File: src/rtl/spimem_pkg.sv
package spimem_pkg;
    localparam logic [7:0] OP_STAT_WR = 8'h01;
    localparam logic [7:0] OP_DATA_WR = 8'h02;
    localparam logic [7:0] OP_DATA_RD = 8'h03;
    localparam logic [7:0] OP_STAT_RD = 8'h05;

    typedef enum logic [2:0] {
        ST_IDLE   = 3'd0,
        ST_OPCODE = 3'd1,
        ST_RX     = 3'd2,
        ST_TX     = 3'd3,
        ST_LOCK   = 3'd4
    } st_e;
endpackage

File: src/rtl/spimem_sync.sv
module spimem_sync #(
    parameter int unsigned W      = 5,
    parameter int unsigned STAGES = 2,
    parameter logic [W-1:0] RST   = '0
) (
    input  logic         clk,
    input  logic         rst_n,
    input  logic [W-1:0] din,
    output logic [W-1:0] dout
);
    logic [W-1:0] pipe [STAGES];

    always_ff @(posedge clk or negedge rst_n) begin
        if (!rst_n) pipe[0] <= RST;
        else        pipe[0] <= din;
    end

    for (genvar g = 1; g < STAGES; g++) begin : g_stage
        always_ff @(posedge clk or negedge rst_n) begin
            if (!rst_n) pipe[g] <= RST;
            else        pipe[g] <= pipe[g-1];
        end
    end

    assign dout = pipe[STAGES-1];
endmodule

File: src/rtl/spimem_hold.sv
module spimem_hold (
    input  logic clk,
    input  logic rst_n,
    input  logic active,
    input  logic sck_s,
    input  logic hold_s,
    output logic paused
);
    logic hold_q;
    logic hold_fall;

    assign hold_fall = hold_q & ~hold_s;

    always_ff @(posedge clk or negedge rst_n) begin
        if (!rst_n) begin
            hold_q <= 1'b1;
            paused <= 1'b0;
        end else begin
            hold_q <= hold_s;
            if (!active)
                paused <= 1'b0;
            else if (!paused && hold_fall && !sck_s)
                paused <= 1'b1;
            else if (paused && hold_s && !sck_s)
                paused <= 1'b0;
        end
    end
endmodule

File: src/rtl/spimem_busy.sv
module spimem_busy #(
    parameter int unsigned CYCLES = 1000000
) (
    input  logic clk,
    input  logic rst_n,
    input  logic start,
    output logic busy
);
    localparam int unsigned CW = $clog2(CYCLES + 1);

    logic [CW-1:0] cnt;

    always_ff @(posedge clk or negedge rst_n) begin
        if (!rst_n)          cnt <= '0;
        else if (start)      cnt <= CW'(CYCLES);
        else if (cnt != '0)  cnt <= cnt - 1'b1;
    end

    assign busy = (cnt != '0);
endmodule

File: src/rtl/spimem_front.sv
module spimem_front
    import spimem_pkg::*;
#(
    parameter int unsigned WR_CYCLES   = 1000000,
    parameter int unsigned SYNC_STAGES = 2
) (
    input  logic       clk,
    input  logic       rst_n,
    input  logic       cs_n,
    input  logic       sck,
    input  logic       si,
    input  logic       hold_n,
    input  logic       wp_n,
    input  logic [7:0] rd_data,
    output logic       so,
    output logic       so_oe,
    output logic       cmd_stb,
    output logic [7:0] cmd_op,
    output logic       wr_stb,
    output logic [7:0] wr_data,
    output logic       rd_req,
    output logic       busy
);
    localparam int unsigned BYTE_W    = 8;
    localparam int unsigned BIT_CNT_W = $clog2(BYTE_W);
    localparam logic [BIT_CNT_W-1:0] LAST_BIT = BIT_CNT_W'(BYTE_W - 1);

    logic cs_s, sck_s, si_s, hold_s, wp_s;
    logic sck_q, cs_q;
    logic paused;
    logic sck_rise, sck_fall, cs_fall, byte_done;
    logic [BIT_CNT_W-1:0] bitcnt;
    logic [BYTE_W-1:0]    rx, tx, rx_byte, op_q;
    logic [BYTE_W-2:0]    stat_hi;
    logic sr_first, wr_go;
    logic op_known, op_is_wr, op_accept;
    st_e  state, nxt;

    spimem_sync #(.W(5), .STAGES(SYNC_STAGES), .RST(5'b10011)) u_sync (
        .clk   (clk),
        .rst_n (rst_n),
        .din   ({cs_n, sck, si, hold_n, wp_n}),
        .dout  ({cs_s, sck_s, si_s, hold_s, wp_s})
    );

    spimem_hold u_hold (
        .clk    (clk),
        .rst_n  (rst_n),
        .active (~cs_s),
        .sck_s  (sck_s),
        .hold_s (hold_s),
        .paused (paused)
    );

    spimem_busy #(.CYCLES(WR_CYCLES)) u_busy (
        .clk   (clk),
        .rst_n (rst_n),
        .start (wr_go),
        .busy  (busy)
    );

    always_ff @(posedge clk or negedge rst_n) begin
        if (!rst_n) begin
            sck_q <= 1'b0;
            cs_q  <= 1'b1;
        end else begin
            sck_q <= sck_s;
            cs_q  <= cs_s;
        end
    end

    assign sck_rise  = sck_s & ~sck_q & ~paused & ~cs_s;
    assign sck_fall  = ~sck_s & sck_q & ~paused & ~cs_s;
    assign cs_fall   = ~cs_s & cs_q;
    assign byte_done = sck_rise && (bitcnt == LAST_BIT);
    assign rx_byte   = {rx[BYTE_W-2:0], si_s};

    assign op_known  = (rx_byte == OP_STAT_WR) || (rx_byte == OP_DATA_WR) ||
                       (rx_byte == OP_DATA_RD) || (rx_byte == OP_STAT_RD);
    assign op_is_wr  = (rx_byte == OP_STAT_WR) || (rx_byte == OP_DATA_WR);
    assign op_accept = op_known && !(op_is_wr && busy);

    // state register
    always_ff @(posedge clk or negedge rst_n) begin
        if (!rst_n) state <= ST_IDLE;
        else        state <= nxt;
    end

    // next state
    always_comb begin
        nxt = state;
        if (cs_s)
            nxt = ST_IDLE;
        else if (cs_fall)
            nxt = ST_OPCODE;
        else begin
            unique case (state)
                ST_IDLE:   nxt = ST_IDLE;
                ST_OPCODE: begin
                    if (byte_done) begin
                        if (!op_accept)
                            nxt = ST_LOCK;
                        else if (op_is_wr)
                            nxt = ST_RX;
                        else
                            nxt = ST_TX;
                    end
                end
                ST_RX:     nxt = ST_RX;
                ST_TX:     nxt = ST_TX;
                ST_LOCK:   nxt = ST_LOCK;
                default:   nxt = ST_IDLE;
            endcase
        end
    end

    // shift datapath
    always_ff @(posedge clk or negedge rst_n) begin
        if (!rst_n) begin
            bitcnt   <= '0;
            rx       <= '0;
            tx       <= '0;
            op_q     <= '0;
            sr_first <= 1'b0;
        end else if (cs_s || cs_fall) begin
            bitcnt <= '0;
            rx     <= '0;
        end else begin
            if (sck_rise && state != ST_LOCK && state != ST_IDLE) begin
                rx     <= rx_byte;
                bitcnt <= bitcnt + 1'b1;
                if (state == ST_OPCODE && byte_done) begin
                    op_q     <= rx_byte;
                    sr_first <= 1'b1;
                end else if (state == ST_RX && byte_done) begin
                    sr_first <= 1'b0;
                end
            end
            if (sck_fall && state == ST_TX) begin
                if (bitcnt == '0)
                    tx <= (op_q == OP_STAT_RD) ? {stat_hi, busy} : rd_data;
                else
                    tx <= {tx[BYTE_W-2:0], 1'b0};
            end
        end
    end

    assign so = tx[BYTE_W-1];

    // outputs and status register
    always_ff @(posedge clk or negedge rst_n) begin
        if (!rst_n) begin
            cmd_stb <= 1'b0;
            cmd_op  <= '0;
            wr_stb  <= 1'b0;
            wr_data <= '0;
            rd_req  <= 1'b0;
            wr_go   <= 1'b0;
            so_oe   <= 1'b0;
            stat_hi <= '0;
        end else begin
            cmd_stb <= 1'b0;
            wr_stb  <= 1'b0;
            rd_req  <= 1'b0;
            wr_go   <= 1'b0;
            so_oe   <= (state == ST_TX) && !paused && !cs_s;
            if (byte_done && !cs_fall) begin
                unique case (state)
                    ST_OPCODE: begin
                        if (op_accept) begin
                            cmd_stb <= 1'b1;
                            cmd_op  <= rx_byte;
                            rd_req  <= (rx_byte == OP_DATA_RD);
                        end
                    end
                    ST_RX: begin
                        if (op_q == OP_DATA_WR) begin
                            wr_stb  <= 1'b1;
                            wr_data <= rx_byte;
                            wr_go   <= 1'b1;
                        end else if (sr_first && !(stat_hi[BYTE_W-2] && !wp_s)) begin
                            stat_hi <= rx_byte[BYTE_W-1:1];
                            wr_go   <= 1'b1;
                        end
                    end
                    ST_TX:   rd_req <= (op_q == OP_DATA_RD);
                    default: ;
                endcase
            end
        end
    end
endmodule

File: config.mk
export PLATFORM = sky130hd
export DESIGN_NAME = spimem_front
export DESIGN_NICKNAME = d
export VERILOG_FILES = /design/src/rtl/spimem_pkg.sv /design/src/rtl/spimem_sync.sv /design/src/rtl/spimem_hold.sv /design/src/rtl/spimem_busy.sv /design/src/rtl/spimem_front.sv
export SDC_FILE = /design/constraint.sdc
export NUM_CORES = 1
export LEC_CHECK = 0
export BUFFER_PORTS_ARGS = -buffer_cell sky130_fd_sc_hd__buf_4
export CAP_MARGIN = 20
export CORE_ASPECT_RATIO = 1.2
export CORE_MARGIN = 5
export CORE_UTILIZATION = 40
export CTS_BUF_LIST = sky130_fd_sc_hd__clkbuf_8
export DETAILED_ROUTE_END_ITERATION = 16
export HOLD_SLACK_MARGIN = 0.08
export PLACE_DENSITY = 0.61
export SKIP_CTS_REPAIR_TIMING = 1
export SLEW_MARGIN = 10
export SYNTH_ARGS = -nofsm -noshare
export SYNTH_HDL_FRONTEND = slang
export SYNTH_SLANG_ARGS = --single-unit
export TNS_END_PERCENT = 20
File: constraint.sdc
create_clock -name clk -period 2.85 [get_ports clk]
set_input_delay 0.1425 -clock clk [delete_from_list [all_inputs] [get_ports clk]]
set_output_delay 0.1425 -clock clk [all_outputs]
set_load 0.005 [all_outputs]
==> flow_summary.toml, run 1 <==
[yosys]
synth.avg_cell_area_um2 = 11.7
syn-num-nets = 369
ys_ff_latch = 92
synth_ff_type = "dfrtp_1"
synth_edf_count = 0
synth_area_um2 = 4100
ys_warn_count = 0
netlist_instances = 349
synth.distinct_cells = 50
async_flop_share_pct = 100
synth_seq_area_share_pct = 56.4

[clock_network]
clockBufferDepth = 2
path_clk_slew_ns = 0.09
htree_levels = 3
cts_tree = "built"
cts.sinks = 92
clockRootBuffer = "clkbuf_8"
cts_made_buffers = 9
insertion_delay_ns = 0.36

[power_and_ir_drop]
powerDensity_nw_per_um2 = 481
p_sw_share_pct = 23.0
seqPwrFrac_pct = 58.2
peakVddDrop_mv = 0.417
power_frac_comb_pct = 3.3
internal-power_mw = 1.76
clockPowerShare_pct = 38.5
p_leak_nw = 2.20
power_switching_mw = 0.525

[final_layout]
nFillCells = 949
nNetsFinal = 412
area_growth_pct = 16.0
diodes = 0
seqCellArea_um2 = 2310
drive_above_1_share_pct = 24.7
multi_input_area_um2 = 1690

[run_status]
outcome = "complete, no violations"

[sta]
min_period_over_period_pct = 81.1
max_slew_margin_pct = 47.2
finalSetupViolations = 0
fmax_ghz = 0.433
period_needed_ns = 2.31
final_max_slew_viol_count = 0
skew_ns = 0.0111
fin_ws_ns = 0.538
hold_viol = 0
grt_setup_unrepaired = "no"
tightest_slew_ns = 0.792
tns_ns = 0

[critical_path]
max_stage_delay_ns = 0.52
critPathCapture = "busy"
regToRegStartpoint = "u_busy.cnt[15]"
cp_max_fo = 7
crit_start = "u_busy.cnt[15]"
r2r_end = "cmd_op[1]"
start_kind = "flip-flop"
ff2ff_setup_slack_ns = 0.59
arrival_ns = 2.17
slowest_stage = "nor4_1"
crit_type = "flip-flop to primary output"
crit_required_ns = 2.71
path_cells = "nor4_1, and4b_1, nand2_1, buf_4"
endpoint_kind = "primary output"
r2r_cells = 5

[run]
maxCapViolCount = 0

[floorplanning]
io_pins = 37
dieArea_um2 = 12400
die_height_um = 121
start_util_pct = 40.9
fp.dieW_um = 102
fp.coreArea_um2 = 10000
std_cell_rows = 40

[place]
pre_cts_slack_ns = 0.612
dpl.hpwl_um = 5290
port_buffers = 36
gp_congestion = 0.785

[route]
vias_per_cell = 5.18
routed_wl_um = 7540
wl_per_cell_um = 14.4
vias = 2709
drt_iter0_drc = 69
drt.antenna.violating_nets = 0
dr.pass1.iters = 4
remaining_drc_errors = 0

[min_path]
hp-class = "primary input to flip-flop"
holdPathStages = 3

[global_routing]
track_usage_pct = 13.5
grt_start_max_net_pins = 62
grt_overflow = 0
grt_pass1_wl_um = 13100
antenna_found_initial = 0
grt_pass1_vias = 2678
## Yosys cell counts, types with 6 or more instances
master    number  share of area (%)
nor2_1        43                3.9
nand2_1       16                1.5
dfrtp_1       84                 51
dfstp_2        8                5.1
nor3_1        11                1.3
mux2_2        25                6.9
a211oi_1      11                2.0
a21oi_1        6               0.73
nand2b_1      11                1.7
nand4_1        7                1.1
a21o_1         7                1.3
xor2_1        13                2.8
inv_1          6               0.55
mux2i_1       16                3.9
clkbuf_1       8               0.73
## sequential cells by signal (all words and copies together), names as in the netlist, 3 cells and up
name	count
op_q	8
u_sync.dout	5
u_busy.cnt	20
cmd_op	8
bitcnt	3
state	3
u_sync.pipe	5
tx	8
rx	7
stat_hi	7
wr_data	8
## placed cells by master (no fill, tap or decap), types with 3 or more instances in the layout
| cell | netlist | routed |
|---|---|---|
| nor2_1 | 43 | 43 |
| buf_4 | 0 | 38 |
| nand3b_1 | 3 | 3 |
| nand2b_1 | 11 | 11 |
| dfrtp_1 | 84 | 84 |
| or3_4 | 3 | 3 |
| a21o_1 | 7 | 7 |
| o211ai_1 | 3 | 3 |
| xnor2_1 | 5 | 5 |
| dlygate4sd3_1 | 0 | 6 |
| nand4_1 | 7 | 7 |
| and2_1 | 5 | 5 |
| clkbuf_8 | 0 | 9 |
| dfstp_2 | 8 | 8 |
| nor3_1 | 11 | 11 |
| a21oi_1 | 6 | 6 |
| nand2_1 | 16 | 16 |
| nand4b_1 | 3 | 3 |
| o21ai_0 | 5 | 5 |
| mux2i_1 | 16 | 16 |
| nand3_1 | 5 | 5 |
| xor2_1 | 13 | 13 |
| ha_1 | 5 | 5 |
| mux2_2 | 25 | 25 |
| nor2b_1 | 5 | 5 |
| inv_1 | 6 | 6 |
| a211oi_1 | 11 | 11 |
| nor4_1 | 3 | 3 |
## area by class of cell
type,count,area share (%)
Sequential cell,92,48.7
Multi-Input combinational cell,238,35.7
Timing Repair Buffer,45,7.69
Tap cell,126,3.32
Clock buffer,9,2.61
Clock inverter,7,1.61
Inverter,6,0.474
## worst min-delay path by stage
stage | start | to | slack, ns
2_1_floorplan | rst_n | bitcnt[0] | -0.15
3_3_place_gp | wp_n | u_sync.pipe[5] | 0.25
3_5_place_dp | hold_n | u_sync.pipe[6] | 0.25
4_1_cts | wp_n | u_sync.pipe[5] | -0.13
5_1_grt | rd_data[0] | tx[0] | 0.18
6_report | rd_data[0] | tx[0] | 0.12
## power by group through the flow
stage               registers (mW)  clock network [mW]  logic (mW)
floorplan                     1.35                   0      0.0222
global placement              1.35                   0      0.0721
detailed placement            1.36                   0      0.0723
CTS                           1.33               0.907      0.0720
global route                  1.33               0.970      0.0865
finish                        1.33               0.881      0.0754
## kinds of logic (layout without fill, tap and decap cells)
group / after synthesis / in the layout / synth area share, %
AOI/OAI and AO/OA: 42 / 42 / 7.18
xor gates and xnor gates: 18 / 18 / 3.85
adders and majority gates: 5 / 5 / 1.53
buffers and inverters: 19 / 67 / 2.23
DFF: 92 / 92 / 56.4
muxes: 41 / 41 / 10.8
and+or+nand+nor: 132 / 132 / 18.0
## worst max-delay path, delay by kind of cell, from the launching register on
kind,cells,cell delay (ns)
buf+inv,1,0.19
simple gates,3,1.19
flops,1,0.44
## metal layers
layer	track usage, %	wire (um)	vias up
li1	-	-	1315
met3	2.93	231	9
met4	4.92	117	0
met5	0	0	-
met2	21.5	3670	41
met1	18.0	3520	1344
## through the flow
step	total power [mW]	cells	utilization [%]	instance area (um2)	hold slack (ns)
after CTS	2.31	517	46.9	4690	-0.134
after global routing	2.39	523	47.5	4750	0.181
after floorplan	1.38	349	-	4100	-0.153
after global placement	1.43	501	44.9	4490	0.251
final	2.29	523	47.5	4750	0.123
after detailed placement	1.43	501	44.9	4490	0.252
Note: power is estimated with default switching activity, not from simulation.
==> inputs of run 2 (changes only) <==
--- a/config.mk
+++ b/config.mk
@@ -13,7 +13,7 @@
 export CTS_BUF_LIST = sky130_fd_sc_hd__clkbuf_8
 export DETAILED_ROUTE_END_ITERATION = 16
 export HOLD_SLACK_MARGIN = 0.08
-export PLACE_DENSITY = 0.61
+export PLACE_DENSITY = 0.64
 export SKIP_CTS_REPAIR_TIMING = 1
 export SLEW_MARGIN = 10
 export SYNTH_ARGS = -nofsm -noshare
==> constraint.sdc (replaced) <==
create_clock -name clk -period 2.1 [get_ports clk]
set_input_delay 0.105 -clock clk [delete_from_list [all_inputs] [get_ports clk]]
set_output_delay 0.105 -clock clk [all_outputs]
set_load 0.005 [all_outputs]
==> run 2 against run 1 <==
Compared with the run above: critical path depth grew 1; largest cell class unchanged; global-route usage increased by 0.77 points; final area is 4.1% higher; critical path type is now flip-flop to flip-flop; power is 29% higher; first-iteration DRC count grew 62%; register-to-register slack lost 0.53 ns.
==> flow_summary.toml, run 2 (synthesis gave the netlist of run 1 again) <==
[route]
vias_per_cell = 5.08
remaining_drc_errors = 0
routed_wl_um = 7970
drt_iter0_drc = 112
vias = 2802
wl_per_cell_um = 14.4
drt.antenna.violating_nets = 0
dr.pass1.iters = 4

[sta]
period_needed_ns = 2.04
tightest_slew_ns = 0.590
finalSetupViolations = 0
final_max_slew_viol_count = 0
hold_viol = 0
grt_setup_unrepaired = "yes"
min_period_over_period_pct = 97.3
max_slew_margin_pct = 60.7
fmax_ghz = 0.489
skew_ns = 0.00789

[power_and_ir_drop]
p_leak_nw = 2.33
peakVddDrop_mv = 0.444
power_mw = 2.95
powerDensity_nw_per_um2 = 596

[final_layout]
max_flop_register = "u_busy.cnt"
area_growth_pct = 20.8
largest_reg_flops = 20
final_cell_mix = "dfrtp_1 (84), buf_4 (67), nor2_1 (43)"
instances_no_fill = 552
diodes = 0
nNetsFinal = 441
drive_above_1_share_pct = 29.8
nFillCells = 941
final_common_cell = "dfrtp_1"

[floorplanning]
fp.coreArea_um2 = 10000
die_height_um = 121
dieArea_um2 = 12400
fp.dieW_um = 102
io_pins = 37
start_util_pct = 40.9
std_cell_rows = 40

[clock_network]
cts_made_buffers = 9
clockBufferDepth = 2
htree_levels = 3
path_clk_slew_ns = 0.09
clockRootBuffer = "clkbuf_8"
insertion_delay_ns = 0.35
cts_tree = "built"
cts.sinks = 92

[min_path]
hp-class = "primary input to flip-flop"

[global_routing]
antenna_found_initial = 0
grt_overflow = 0
grt_start_max_net_pins = 47
grt_pass1_wl_um = 14000
track_usage_pct = 14.2
grt_pass1_vias = 2982

[run]
maxCapViolCount = 0

[place]
dp_cells = 529
dpl.hpwl_um = 5840
gp_congestion = 0.843
port_buffers = 36

[critical_path]
slowest_stage = "or4_4"
arrival_ns = 2.27
max_stage_delay_ns = 0.48
crit_top_cell = "or3_4"
start_kind = "flip-flop"
cp_max_fo = 4
crit_type = "flip-flop to flip-flop"
path_cells = "or3_4, or3_4, or4_4, xor2_1, nor2_1"
crit_required_ns = 2.32
endpoint_kind = "flip-flop"

[run_status]
outcome = "complete, no violations"
## run 2: stage by stage
step                hold slack, ns  utilization [%]  setup TNS [ns]  area (um2)  setup WS, ns
detailed placement           0.155             47.0               0        4700        0.0211
global route                 0.174             49.4         -0.0530        4950       -0.0246
CTS                         -0.247             48.7         -0.0675        4870       -0.0675
global placement             0.150             47.0               0        4700        0.0855
finish                       0.121             49.4               0        4950        0.0561
floorplan                   -0.191                -               0        4100         0.115
## run 2: worst max-delay path: cells and delay by family, from the launching register on
| kind | cells | cell delay (ns) |
|---|---|---|
| simple gates | 4 | 1.35 |
| xor+xnor | 1 | 0.14 |
| flops | 1 | 0.42 |
## run 2: metal layers
metal	vias up	track usage, %	share of wire (%)	routed length (um)
li1	1369	-	-	-
met1	1378	17.8	45	3580
met2	38	23.3	50	3990
met3	17	2.53	2.4	192
met4	0	7.47	2.7	212
met5	-	0	0	0
## run 2: layout make-up
cell class / instances / area (um2) / area share (%)
inverters: 6 / 22.5 / 0.455
clock inverters: 7 / 45.0 / 0.910
multi-input cells: 238 / 1700 / 34.4
clock buffers: 9 / 124 / 2.50
repair buffers: 74 / 583 / 11.8
flip-flops and latches: 92 / 2310 / 46.7
well taps: 126 / 158 / 3.19
## run 2: path summary, 6_finish.rpt
path                                 from             end  slack, ns  depth (start not counted)
max                         u_busy.cnt[7]  u_busy.cnt[11]       0.06                          5
min                            rd_data[0]           tx[0]       0.12                          3
max reg2reg                 u_busy.cnt[7]  u_busy.cnt[11]       0.06                          5
min reg2reg                u_sync.pipe[8]  u_sync.dout[3]       0.36                          0
max in group asynchronous           rst_n  u_sync.dout[0]       1.15                          3
min in group asynchronous           rst_n  u_busy.cnt[13]       0.30                          2
## run 2: report_power, final
part           leakage, nW  switching, mW  internal [mW]
clock network       0.0886          0.607          0.428
registers             1.20         0.0122           1.79
logic                 1.04         0.0639         0.0488
